File: src/rtl/haptic_seq_pkg.sv
package haptic_seq_pkg;

    typedef enum logic [2:0] {
        PH_LOCK  = 3'd0,
        PH_IDLE  = 3'd1,
        PH_BOOST = 3'd2,
        PH_DRIVE = 3'd3,
        PH_BRAKE = 3'd4
    } phase_e;

    localparam logic [1:0] DIR_OFF = 2'b00;
    localparam logic [1:0] DIR_FWD = 2'b01;
    localparam logic [1:0] DIR_REV = 2'b10;

endpackage

File: src/rtl/haptic_tick_gen.sv
module haptic_tick_gen #(
    parameter int TICK_DIV = 250000
) (
    input  logic clk,
    input  logic rst_n,
    input  logic i_clr,
    output logic o_tick
);
    localparam int PW = (TICK_DIV > 1) ? $clog2(TICK_DIV) : 1;
    localparam logic [PW-1:0] LAST = PW'(TICK_DIV - 1);

    logic [PW-1:0] pre_d, pre_q;

    assign o_tick = (pre_q == LAST);

    always_comb begin
        pre_d = pre_q + PW'(1);
        if (i_clr || o_tick) pre_d = '0;
    end

    always_ff @(posedge clk or negedge rst_n) begin
        if (!rst_n) pre_q <= '0;
        else        pre_q <= pre_d;
    end

endmodule

File: src/rtl/haptic_brake_calc.sv
module haptic_brake_calc #(
    parameter int MS_W         = 8,
    parameter int BRAKE_CAP_MS = 30
) (
    input  logic [MS_W-1:0] i_drive_ticks,
    output logic [MS_W-1:0] o_brake_ticks
);
    localparam logic [MS_W-1:0] CAP = MS_W'(BRAKE_CAP_MS);

    // brake length follows drive length up to the cap
    always_comb begin
        o_brake_ticks = (i_drive_ticks > CAP) ? CAP : i_drive_ticks;
    end

endmodule

File: src/rtl/haptic_phase_fsm.sv
module haptic_phase_fsm
    import haptic_seq_pkg::*;
#(
    parameter int MS_W         = 8,
    parameter int LOCKOUT_MS   = 200,
    parameter int BRAKE_CAP_MS = 30
) (
    input  logic            clk,
    input  logic            rst_n,
    input  logic            i_tick,
    input  logic            i_en,
    input  logic            i_brake_en,
    input  logic [MS_W-1:0] i_boost_ms,
    input  logic [MS_W-1:0] i_reso_ms,
    output logic            o_tick_clr,
    output phase_e          o_phase
);
    localparam int LK_W  = $clog2(LOCKOUT_MS + 1);
    localparam int TMR_W = (MS_W > LK_W) ? MS_W : LK_W;
    localparam logic [TMR_W-1:0] LOCK_T = TMR_W'(LOCKOUT_MS);

    typedef struct packed {
        phase_e            ph;
        logic [TMR_W-1:0]  tmr;
        logic [MS_W-1:0]   run;
        logic [MS_W-1:0]   blen;
    } seq_t;

    seq_t st_d, st_q;

    logic [TMR_W-1:0] tmr_now;
    logic [MS_W-1:0]  run_now;
    logic [MS_W-1:0]  cap_len;
    logic             drv_act;

    assign tmr_now = st_q.tmr + TMR_W'(i_tick);
    assign run_now = (i_tick && (st_q.run != {MS_W{1'b1}})) ? st_q.run + MS_W'(1) : st_q.run;
    assign drv_act = (st_q.ph == PH_BOOST) || (st_q.ph == PH_DRIVE);

    haptic_brake_calc #(
        .MS_W         (MS_W),
        .BRAKE_CAP_MS (BRAKE_CAP_MS)
    ) u_brake_calc (
        .i_drive_ticks (run_now),
        .o_brake_ticks (cap_len)
    );

    always_comb begin
        st_d = st_q;
        unique case (st_q.ph)
            PH_LOCK: begin
                st_d.tmr = tmr_now;
                if (tmr_now >= LOCK_T) begin
                    st_d.ph  = PH_IDLE;
                    st_d.tmr = '0;
                end
            end
            PH_IDLE: begin
                if (i_en) begin
                    st_d.ph  = (i_boost_ms == '0) ? PH_DRIVE : PH_BOOST;
                    st_d.tmr = '0;
                    st_d.run = '0;
                end
            end
            PH_BOOST, PH_DRIVE: begin
                st_d.run = run_now;
                st_d.tmr = tmr_now;
                if (!i_en && (run_now >= i_reso_ms)) begin
                    st_d.blen = cap_len;
                    st_d.tmr  = '0;
                    st_d.ph   = (i_brake_en && (cap_len != '0)) ? PH_BRAKE : PH_IDLE;
                end else if ((st_q.ph == PH_BOOST) && (tmr_now >= TMR_W'(i_boost_ms))) begin
                    st_d.ph  = PH_DRIVE;
                    st_d.tmr = '0;
                end
            end
            PH_BRAKE: begin
                st_d.tmr = tmr_now;
                if (tmr_now >= TMR_W'(st_q.blen)) begin
                    st_d.ph  = PH_IDLE;
                    st_d.tmr = '0;
                end
            end
            default: st_d.ph = PH_IDLE;
        endcase
    end

    always_ff @(posedge clk or negedge rst_n) begin
        if (!rst_n) begin
            st_q.ph   <= PH_LOCK;
            st_q.tmr  <= '0;
            st_q.run  <= '0;
            st_q.blen <= '0;
        end else begin
            st_q <= st_d;
        end
    end

    assign o_tick_clr = (st_d.ph != st_q.ph);
    assign o_phase    = st_q.ph;

    AST_LOCK_HOLD: assert property (@(posedge clk) disable iff (!rst_n)
        (st_q.ph == PH_LOCK && !i_tick) |=> (st_q.ph == PH_LOCK)) else $error("lockout left early");
    AST_START_ON_EN: assert property (@(posedge clk) disable iff (!rst_n)
        (st_q.ph == PH_IDLE && i_en) |=> (st_q.ph == PH_BOOST || st_q.ph == PH_DRIVE)) else $error("enable did not start");
    AST_NO_EARLY_END: assert property (@(posedge clk) disable iff (!rst_n)
        (drv_act && (run_now < i_reso_ms)) |=> (st_q.ph == PH_BOOST || st_q.ph == PH_DRIVE)) else $error("drive shorter than period");
    AST_BRAKE_CAP: assert property (@(posedge clk) disable iff (!rst_n)
        (st_q.ph == PH_BRAKE) |-> (st_q.blen != '0 && st_q.blen <= MS_W'(BRAKE_CAP_MS))) else $error("brake length out of range");
    AST_NO_BRAKE_WHEN_OFF: assert property (@(posedge clk) disable iff (!rst_n)
        (drv_act && !i_brake_en) |=> (st_q.ph != PH_BRAKE)) else $error("brake while disabled");
    AST_BRAKE_HOLD: assert property (@(posedge clk) disable iff (!rst_n)
        (st_q.ph == PH_BRAKE && !i_tick) |=> (st_q.ph == PH_BRAKE)) else $error("brake cut short");

endmodule

File: src/rtl/haptic_drive_seq.sv
module haptic_drive_seq
    import haptic_seq_pkg::*;
#(
    parameter int TICK_DIV     = 250000,
    parameter int MS_W         = 8,
    parameter int LVL_W        = 4,
    parameter int LOCKOUT_MS   = 200,
    parameter int BRAKE_CAP_MS = 30
) (
    input  logic             clk,
    input  logic             rst_n,
    input  logic             i_en,
    input  logic             i_brake_en,
    input  logic [MS_W-1:0]  i_boost_ms,
    input  logic [MS_W-1:0]  i_reso_ms,
    input  logic [LVL_W-1:0] i_boost_lvl,
    input  logic [LVL_W-1:0] i_drive_lvl,
    output logic             o_ready,
    output logic             o_boost,
    output logic             o_drive,
    output logic             o_brake,
    output logic [1:0]       o_dir,
    output logic [LVL_W-1:0] o_level
);
    logic   tick;
    logic   tick_clr;
    phase_e phase;

    haptic_tick_gen #(
        .TICK_DIV (TICK_DIV)
    ) u_tick (
        .clk    (clk),
        .rst_n  (rst_n),
        .i_clr  (tick_clr),
        .o_tick (tick)
    );

    haptic_phase_fsm #(
        .MS_W         (MS_W),
        .LOCKOUT_MS   (LOCKOUT_MS),
        .BRAKE_CAP_MS (BRAKE_CAP_MS)
    ) u_fsm (
        .clk        (clk),
        .rst_n      (rst_n),
        .i_tick     (tick),
        .i_en       (i_en),
        .i_brake_en (i_brake_en),
        .i_boost_ms (i_boost_ms),
        .i_reso_ms  (i_reso_ms),
        .o_tick_clr (tick_clr),
        .o_phase    (phase)
    );

    always_comb begin
        o_ready = (phase != PH_LOCK);
        o_boost = (phase == PH_BOOST);
        o_drive = (phase == PH_DRIVE);
        o_brake = (phase == PH_BRAKE);
        o_dir   = DIR_OFF;
        o_level = '0;
        unique case (phase)
            PH_BOOST: begin o_dir = DIR_FWD; o_level = i_boost_lvl; end
            PH_DRIVE: begin o_dir = DIR_FWD; o_level = i_drive_lvl; end
            PH_BRAKE: begin o_dir = DIR_REV; o_level = i_drive_lvl; end
            default:  begin o_dir = DIR_OFF; o_level = '0; end
        endcase
    end

    AST_ONE_PHASE: assert property (@(posedge clk) disable iff (!rst_n)
        $onehot0({o_boost, o_drive, o_brake}) && (o_ready || !(o_boost || o_drive || o_brake))) else $error("phase flags overlap");

endmodule

File: config.mk
export PLATFORM = sky130hd
export DESIGN_NAME = haptic_drive_seq
export DESIGN_NICKNAME = d
export VERILOG_FILES = /design/src/rtl/haptic_seq_pkg.sv /design/src/rtl/haptic_tick_gen.sv /design/src/rtl/haptic_brake_calc.sv /design/src/rtl/haptic_phase_fsm.sv /design/src/rtl/haptic_drive_seq.sv
export SDC_FILE = /design/constraint.sdc
export NUM_CORES = 1
export LEC_CHECK = 0
export BUFFER_PORTS_ARGS = -buffer_cell sky130_fd_sc_hd__buf_2
export CORE_AREA = 2 2 71 141
export DETAILED_ROUTE_END_ITERATION = 16
export DIE_AREA = 0 0 73 143
export PLACE_DENSITY_LB_ADDON = 0.2
export SLEW_MARGIN = 10
export SYNTH_ARGS = -nofsm -noshare
export SYNTH_HDL_FRONTEND = slang
export SYNTH_SLANG_ARGS = --single-unit
File: constraint.sdc
create_clock -name clk -period 8 [get_ports clk]
set_input_delay 0.4 -clock clk [delete_from_list [all_inputs] [get_ports clk]]
set_output_delay 0.4 -clock clk [all_outputs]
set_load 0.03 [all_outputs]
== Word-level counts from Yosys, hierarchy flattened ==
Index checks and enable logic that the tools add are counted.
Operators by class
  add/subtract/negate cells: 3
  $lt $le $gt $ge: 5
  eq/ne operators: 8
  muxes and demuxes: 15
  reduce and logical (&&, ||, !) cells: 17
Operators by type and width (number)
  $mux W11: 4
  $pmux W8 S4: 1
  $ge A8 B8 Y1: 3
  $mux W19: 1
  $add A18 B1 Y18 const B: 1
  $eq A18 B18 Y1 const B: 1
  $mux W18: 1
  $mux W8: 2
  $pmux W8 S2: 1
  $pmux W3 S4: 1
  $add A8 B1 Y8: 1
  $add A8 B1 Y8 const B: 1
  $ge A8 B8 Y1 const B: 1
  $gt A8 B5 Y1 const B: 1
  $logic_not A8 Y1: 1
  $ne A8 B8 Y1 const B: 1
  $pmux W4 S2: 1
  $reduce_bool A8 Y1: 1
  $eq A3 B2 Y1 const B: 2
  $reduce_and A2 Y1: 3
  $logic_and A1 B1 Y1: 4
  $pmux W2 S2: 1
  $reduce_bool A4 Y1: 1
  $reduce_or A2 Y1: 2
  other kinds (11): 11
Word-level totals
  flip-flop bits (word level): 45
  input bits: 28
  output and inout bits: 10
  logic and storage cells: 53

== Logic depth before layout (Yosys ltp) ==
Gate-level depths: netlist of run 1.
  word-level depth: 13
  mapped depth: 19
  gate-level depth less buffers: 17

== By module ==
A second synthesis of run 1 with hierarchy kept.
Second synthesis, totals
  cell total of the unflattened synthesis: 384
  area total of the unflattened synthesis: 3323.2 um2
Modules (own cells, without submodules)
  haptic_phase_fsm: instances 1, cells each 260, area each 2172.1 um2, sequential area each 675.6 um2
  haptic_tick_gen: instances 1, cells each 96, area each 925.9 um2, sequential area each 450.4 um2
  haptic_drive_seq: instances 1, cells each 17, area each 145.1 um2, sequential area each 0.0 um2
  haptic_brake_calc: instances 1, cells each 11, area each 80.1 um2, sequential area each 0.0 um2

== Worst setup path after synthesis of run 1 ==
OpenSTA, ideal clock, no wires.
  path kind: register to register
  start: reg u_tick.pre_q[5]
  end: reg u_tick.pre_q[11]
  setup time: 0.088 ns
  arrival: 4.346 ns
  required time: 7.912 ns
  slack: 3.565 ns
  cell stages (with the launch flop): 19
  buffers on the path: 2
  period minus slack after synthesis: 4.435 ns
  cells stage by stage: dfrtp_1 > or4_4 > nor4_1 > ha_1 > ha_1 > clkbuf_1 > nand3_1 > o21a_1 > nor2_1 > inv_1 > ha_1 > o21ai_0 > nor2_1 > a211oi_1 > o21ai_0 > a211oi_1 > a221oi_4 > buf_6 > nor3b_1
On the way
  longest elaborated chain between the ends: 13
  elaborated cells between the ends (all ways): 24
  classes of those cells: 2 x add/sub; 5 x order compare; 2 x eq/ne; 9 x mux; 6 x reduce/logical
Ends and longest elaborated chain
  from (decl): RTL line haptic_tick_gen.sv:12  | logic [PW-1:0] pre_d, pre_q;
  from (signal assigned): RTL line haptic_tick_gen.sv:23  | else pre_q <= pre_d;
  parallel branches: the longest is 12 deep, another holds $add A8 B1 Y8
  $mux W18 *: RTL line haptic_tick_gen.sv:18  | if (i_clr || o_tick) pre_d = '0;
  net u_tick.pre_d[11]: RTL line haptic_tick_gen.sv:12
Mark *: on every way through the listed nets, which the timed path passes.
A chain may end at the register's enable or synchronous reset.

== Final worst setup path of run 1 ==
  start: reg u_tick.pre_q[8]
  end: reg u_tick.pre_q[7]
On the way
  longest elaborated chain between the ends: 13
  elaborated cells between the ends (all ways): 23
  classes of those cells: 1 x add/sub; 5 x order compare; 2 x eq/ne; 9 x mux; 6 x reduce/logical
Ends and longest elaborated chain
  $eq A18 B18 Y1 *: RTL line haptic_tick_gen.sv:14  | assign o_tick = (pre_q == LAST);
  parallel branches: the longest is 10 deep, another holds $add A8 B1 Y8
  $logic_or A1 B1 Y1 *: RTL line haptic_tick_gen.sv:18
  $mux W18 *: RTL line haptic_tick_gen.sv:18
  net u_tick.pre_d[7]: RTL line haptic_tick_gen.sv:12
Marks and branches as above.

==> results of run 1 <==
[power by group]
| part | internal, W | total (W) | switching [W] |
|---|---|---|---|
| Sequential | 0.000268 | 0.000309 | 0.0000416 |
| Combinational | 0.000107 | 0.000290 | 0.000184 |
| Clock | 0.000132 | 0.000219 | 0.0000871 |
| Total | 0.000507 | 0.000819 | 0.000312 |
[critical path, cell delays in order (launching register included)]
cell and delay (ps):
dfrtp_1 430, nor4b_1 340, nand3_1 230, nor4_1 660
ha_1 340, ha_1 320, nand3_1 170, o21a_1 230
nor2_1 180, inv_1 100, ha_1 200, a211oi_1 230
nor2_1 80, a211oi_1 470, o21ai_0 220, a211oi_1 440
a221oi_4 240, nor3b_1 270
[state kept, by name, summed over array words and instances (netlist names)]
name	count
u_fsm.st_q	24
u_tick.pre_q	18
u_fsm.o_phase	3
[cell families (layout without fill, tap and decap cells)]
family                     after synthesis  count (layout)  synth area share, %
buffers and inverters                   55              81                 6.30
and+or+nand+nor                        166             166                 25.7
adders and majority gates               28              28                 10.1
DFF                                     45              45                 32.4
muxes                                    7               7                 2.16
AOI/OAI and AO/OA                       80              80                 16.2
xor gates and xnor gates                28              28                 7.06
[cell type report]
class | count | share of cell area, %
multi-input combinational | 309 | 55.1
clock buffer | 7 | 3.95
clock inverter | 1 | 0.130
timing repair buffer | 37 | 4.79
inverter | 36 | 3.50
sequential | 45 | 29.2
tap | 104 | 3.37
[layout by cell type, fill, tap and decap left out, types with 2 or more instances in the layout]
| cell | n |
|---|---|
| nor2_1 | 33 |
| and3_1 | 10 |
| a211oi_1 | 7 |
| or4_1 | 3 |
| o41ai_1 | 2 |
| nor2b_1 | 5 |
| and2_1 | 2 |
| buf_2 | 37 |
| dfrtp_1 | 45 |
| clkbuf_8 | 2 |
| nand4b_1 | 3 |
| xor2_1 | 12 |
| or3_1 | 7 |
| and3b_2 | 4 |
| a2111oi_0 | 2 |
| mux2i_1 | 6 |
| a31oi_1 | 6 |
| o21a_1 | 3 |
| o211ai_1 | 3 |
| ha_1 | 28 |
| nand2b_1 | 6 |
| a21oi_1 | 10 |
| nor3b_1 | 14 |
| nand2_1 | 38 |
| clkbuf_16 | 5 |
| xnor2_1 | 16 |
| nand4_1 | 11 |
| nand3_1 | 20 |
| a21o_1 | 5 |
| o21ai_0 | 23 |
| inv_1 | 36 |
| nor3_1 | 3 |
| nor4_1 | 3 |
| a41oi_1 | 2 |
[stage by stage]
step                      setup WS (ps)  hold WS [ps]
after global placement             2980           447
after CTS                          2750           341
final                              2750           280
after detailed placement           2790           459
after global routing               2200           377
after floorplan                    3570           104
[layer usage]
layer	share of wire (%)	up-vias	track usage, %
li1	-	1514	-
met1	37	1438	18.7
met2	57	54	36.3
met3	2.2	22	2.54
met4	3.8	0	8.97
met5	0	-	0
[final timing paths]
path	from	end	slack, ps	cells past startpoint
setup reg to reg	u_tick.pre_q[8]	u_tick.pre_q[7]	2750	17
max in group asynchronous	rst_n	u_tick.pre_q[4]	7050	1
hold reg to reg	u_tick.pre_q[0]	u_tick.pre_q[0]	460	1
min in group clk	i_brake_en	u_fsm.o_phase[2]	410	2
setup / recovery	u_tick.pre_q[8]	u_tick.pre_q[7]	2750	17
hold / removal	rst_n	u_fsm.st_q[5]	280	1
==> results.sh, run 1 <==
export IMPL_status="completed"
export IMPL_required_ps=8200
export IMPL_rows=50
export IMPL_layout_drive_gt1_share_pct=13.1
export IMPL_max_cap_viol_count=0
export IMPL_htreeDepth=2
export IMPL_dr_first_iter_drc_count=126
export IMPL_power_density_nw_per_um2=212
export IMPL_io_buffers=37
export IMPL_dp_cells=531
export IMPL_dieArea_um2=10400
export IMPL_syn_area_per_cell_um2=8.49
export IMPL_start_util_pct=37.3
export IMPL_routabilityCongestion=0.964
export IMPL_nNetsFinal=490
export IMPL_design_core_area_um2=9320
export IMPL_arrival_ps=5450
export IMPL_via_per_inst=5.62
export IMPL_synth_nets=465
export IMPL_numClockSinks=45
export IMPL_clk_latency_ps=290
export IMPL_ys_flop_type="dfrtp_1"
export IMPL_max_slew_margin_pct=29.7
export IMPL_multiInputGateArea_um2=2130
export IMPL_path_class="reg -> reg"
export IMPL_start_kind="flip-flop"
export IMPL_ys_types=58
export IMPL_die_w_um=73
export IMPL_antenna_left=0
export IMPL_post_synth_top_area_fraction_pct=32.4
export IMPL_synth_edf_count=0
export IMPL_fmax_mhz=191
export IMPL_slew_viol_final=0
export IMPL_hpwl_um=7330
export IMPL_cts_clk_slew_worst_paths_ps=60
export IMPL_worst_pin_slew_ps=1050
export IMPL_period_needed_ps=5250
export IMPL_synthCells=409
export IMPL_max_vdd_ir_drop_v=0.000172
export IMPL_ys_top_cells_by_area="dfrtp_1 (32%), ha_1 (10%), nand2_1 (4.1%), xnor2_1 (4.0%), inv_1 (3.9%)"
export IMPL_avgRoutedWirePerCell_um=17.0
export IMPL_area_growth_synth_to_final_pct=11.2
export IMPL_fin_util_pct=41.4
export IMPL_grt_pass1_wl_um=15000
export IMPL_rsz0062_at_grt="no"
export IMPL_drcViolationCount=0
export IMPL_ys_seq_area_share_pct=32.4
export IMPL_post_cts_resized=0
export IMPL_cts_buffer_depth=2
export IMPL_cp_end_kind="flip-flop"
export IMPL_dr_pass1_iters=4
export IMPL_critical_path_peak_fanout=18
export IMPL_fillCellCount=947
export IMPL_syn_area_um2=3470
export IMPL_via_count=3028
export IMPL_hp_class="in -> async"
export IMPL_yosysMostFrequentCell="dfrtp_1"
export IMPL_cts_hold_buf=0
export IMPL_cts_buffers=5
export IMPL_synth_area_leader_cell="dfrtp_1"
export IMPL_async_flop_share_pct=100
export IMPL_setup_viol=0
export IMPL_synth_common_cells="dfrtp_1 (45), nand2_1 (38), inv_1 (36)"
export IMPL_fin_area_um2=3860
export IMPL_final_hold_viol_count=0
export IMPL_io_pins=38
export IMPL_grt_usage_pct=18.8
export IMPL_total_leakage_power_nw=1.81
export IMPL_die_y_um=143
export IMPL_skew_ps=7.10
export IMPL_antenna_found_initial=0
export IMPL_fin_total_pwr_w=0.000819
export IMPL_grt_max_degree=46
export IMPL_grt_overflow_total=0
export IMPL_place_area_um2=3700
export IMPL_cts_setup_buffers=0
export IMPL_root_buffer="clkbuf_16"
export IMPL_ys_warn_count=0
export IMPL_layoutNonFillerInstCount=539
export IMPL_synth_seq_cells=45
export IMPL_tns_ps=0
export IMPL_cts_tree="yes"
export IMPL_seq_area_um2=1130
export IMPL_drt_wl_total_um=9190
export IMPL_insertedDiodeCount=0
export IMPL_min_period_over_period_pct=65.6
export IMPL_grt_pass1_vias=3077
(Power assumes the default switching activity.)
==> inputs of run 2 (changes only) <==
==> constraint.sdc (replaced) <==
create_clock -name clk -period 5.15 [get_ports clk]
set_input_delay 0.2575 -clock clk [delete_from_list [all_inputs] [get_ports clk]]
set_output_delay 0.2575 -clock clk [all_outputs]
set_load 0.03 [all_outputs]
==> results.sh, run 2 (synthesis results as in run 1) <==
export IMPL_largest_reg_flops=24
export IMPL_slowest_delay_ps=420
export IMPL_setup_viol=0
export IMPL_cp_end_kind="flip-flop"
export IMPL_fmax_mhz=216
export IMPL_cts_clk_slew_worst_paths_ps=60
export IMPL_critPathSlowestCell="dfrtp_1"
export IMPL_grt_max_degree=46
export IMPL_start_util_pct=37.3
export IMPL_rows=50
export IMPL_avgRoutedWirePerCell_um=17.2
export IMPL_rsz0062_at_grt="no"
export IMPL_grt_overflow_total=0
export IMPL_root_buffer="clkbuf_16"
export IMPL_layout_common_cells="dfrtp_1 (45), nand2_1 (38), buf_2 (37)"
export IMPL_cpLargestDelayFamily="simple AND/OR/NAND/NOR gates"
export IMPL_cts_buffer_depth=2
export IMPL_final_hold_viol_count=0
export IMPL_regMostFlops="u_fsm.st_q"
export IMPL_critical_path_peak_fanout=17
export IMPL_r2r_slack_ps=510
export IMPL_die_y_um=143
export IMPL_cts_buffers=5
export IMPL_insertedDiodeCount=0
export IMPL_period_needed_ps=4640
export IMPL_path_class="reg -> reg"
export IMPL_power_density_nw_per_um2=325
export IMPL_slew_viol_final=0
export IMPL_grt_pass1_vias=3127
export IMPL_hp_class="in -> async"
export IMPL_cts_hold_buf=0
export IMPL_start_kind="flip-flop"
export IMPL_die_w_um=73
export IMPL_crit_buf_inv=3
export IMPL_fin_util_pct=42.4
export IMPL_rr_worst_depth=18
export IMPL_design_core_area_um2=9320
export IMPL_r2r_end="u_tick.pre_q[5]"
export IMPL_dieArea_um2=10400
export IMPL_path_cells="nor4b_1 > nand3_1 > nor4_4 > ha_1 > and3_1 > nand3_1 > xnor2_2 > ha_1 > a211oi_1 > nor2_1 > a211oi_1 > buf_4 > o21ai_0 > a211oi_2 > a221oi_4 > buf_12 > buf_4 > nor3b_1"
export IMPL_min_period_over_period_pct=90.1
export IMPL_worst_pin_slew_ps=794
export IMPL_arrival_ps=4840
export IMPL_max_vdd_ir_drop_v=0.000251
export IMPL_max_cap_viol_count=0
export IMPL_layout_commonest_cell="dfrtp_1"
export IMPL_fillCellCount=958
export IMPL_antenna_found_initial=0
export IMPL_antenna_left=0
export IMPL_area_growth_synth_to_final_pct=13.9
export IMPL_r2r_start="u_tick.pre_q[8]"
export IMPL_clk_latency_ps=290
export IMPL_grt_usage_pct=19.0
export IMPL_max_slew_margin_pct=46.9
export IMPL_via_count=3069
export IMPL_io_buffers=37
export IMPL_drt_wl_total_um=9400
export IMPL_dp_cells=536
export IMPL_skew_ps=4.21
export IMPL_nNetsFinal=497
export IMPL_layout_drive_gt1_share_pct=15.4
export IMPL_drcViolationCount=0
export IMPL_grt_pass1_wl_um=15000
export IMPL_layoutNonFillerInstCount=546
export IMPL_numClockSinks=45
export IMPL_via_per_inst=5.62
export IMPL_multiInputGateArea_um2=2160
export IMPL_io_pins=38
export IMPL_dr_first_iter_drc_count=128
export IMPL_hpwl_um=7400
export IMPL_seq_area_um2=1130
export IMPL_tns_ps=0
export IMPL_required_ps=5360
export IMPL_routabilityCongestion=0.863
export IMPL_cts_tree="yes"
export IMPL_htreeDepth=2
export IMPL_dr_pass1_iters=4
export IMPL_total_leakage_power_nw=1.86
export IMPL_status="completed"
## run 2: layout make-up
type	count	share of cell area, %
Multi-Input combinational cell	309	54.5
Sequential cell	45	28.5
Inverter	36	3.42
Clock buffer	7	3.86
Timing Repair Buffer	44	6.33
Clock inverter	1	0.127
Tap cell	104	3.29
## run 2: routing by layer
layer  global-route usage, %  up-vias  part of all wire, %  wire length, um
met5                       0        -                    0                0
met3                    2.61       33                  2.8              261
met1                    18.5     1437                   36             3340
met2                    35.8       72                   56             5280
li1                        -     1527                    -                -
met4                    11.3        0                  5.6              522
## run 2: timing repair
item,in CTS,in global routing
gates resized for setup,0,5
setup buffers,0,2
setup endpoints to repair,0,18
## run 2: worst max-delay path by stage
stage	startpoint	endpoint	slack [ps]	depth (start not counted)
final	u_tick.pre_q[8]	u_tick.pre_q[5]	510	18
after global routing	u_tick.pre_q[6]	u_tick.pre_q[0]	50	20
after CTS	u_tick.pre_q[6]	u_tick.pre_q[17]	160	18
after detailed placement	u_tick.pre_q[8]	u_tick.pre_q[17]	200	18
after global placement	u_tick.pre_q[8]	u_tick.pre_q[17]	350	18
after floorplan	u_tick.pre_q[5]	u_tick.pre_q[11]	720	18
## run 2: metrics by stage
stage                     setup slack [ps]  total power [W]  hold slack [ps]  area (um2)
after CTS                              158          0.00129             87.7        3900
after detailed placement               196         0.000946              398        3740
after floorplan                        715         0.000805            -38.1        3470
final                                  511          0.00128             53.9        3960
after global routing                  54.7          0.00137              113        3960
after global placement                 350         0.000934              394        3740
## run 2: report_power, final
group          total, W  switching, W  leakage [nW]  internal (W)
registers      0.000480     0.0000640         0.599      0.000416
clock network  0.000341      0.000135        0.0799      0.000206
logic          0.000464      0.000292          1.18      0.000171
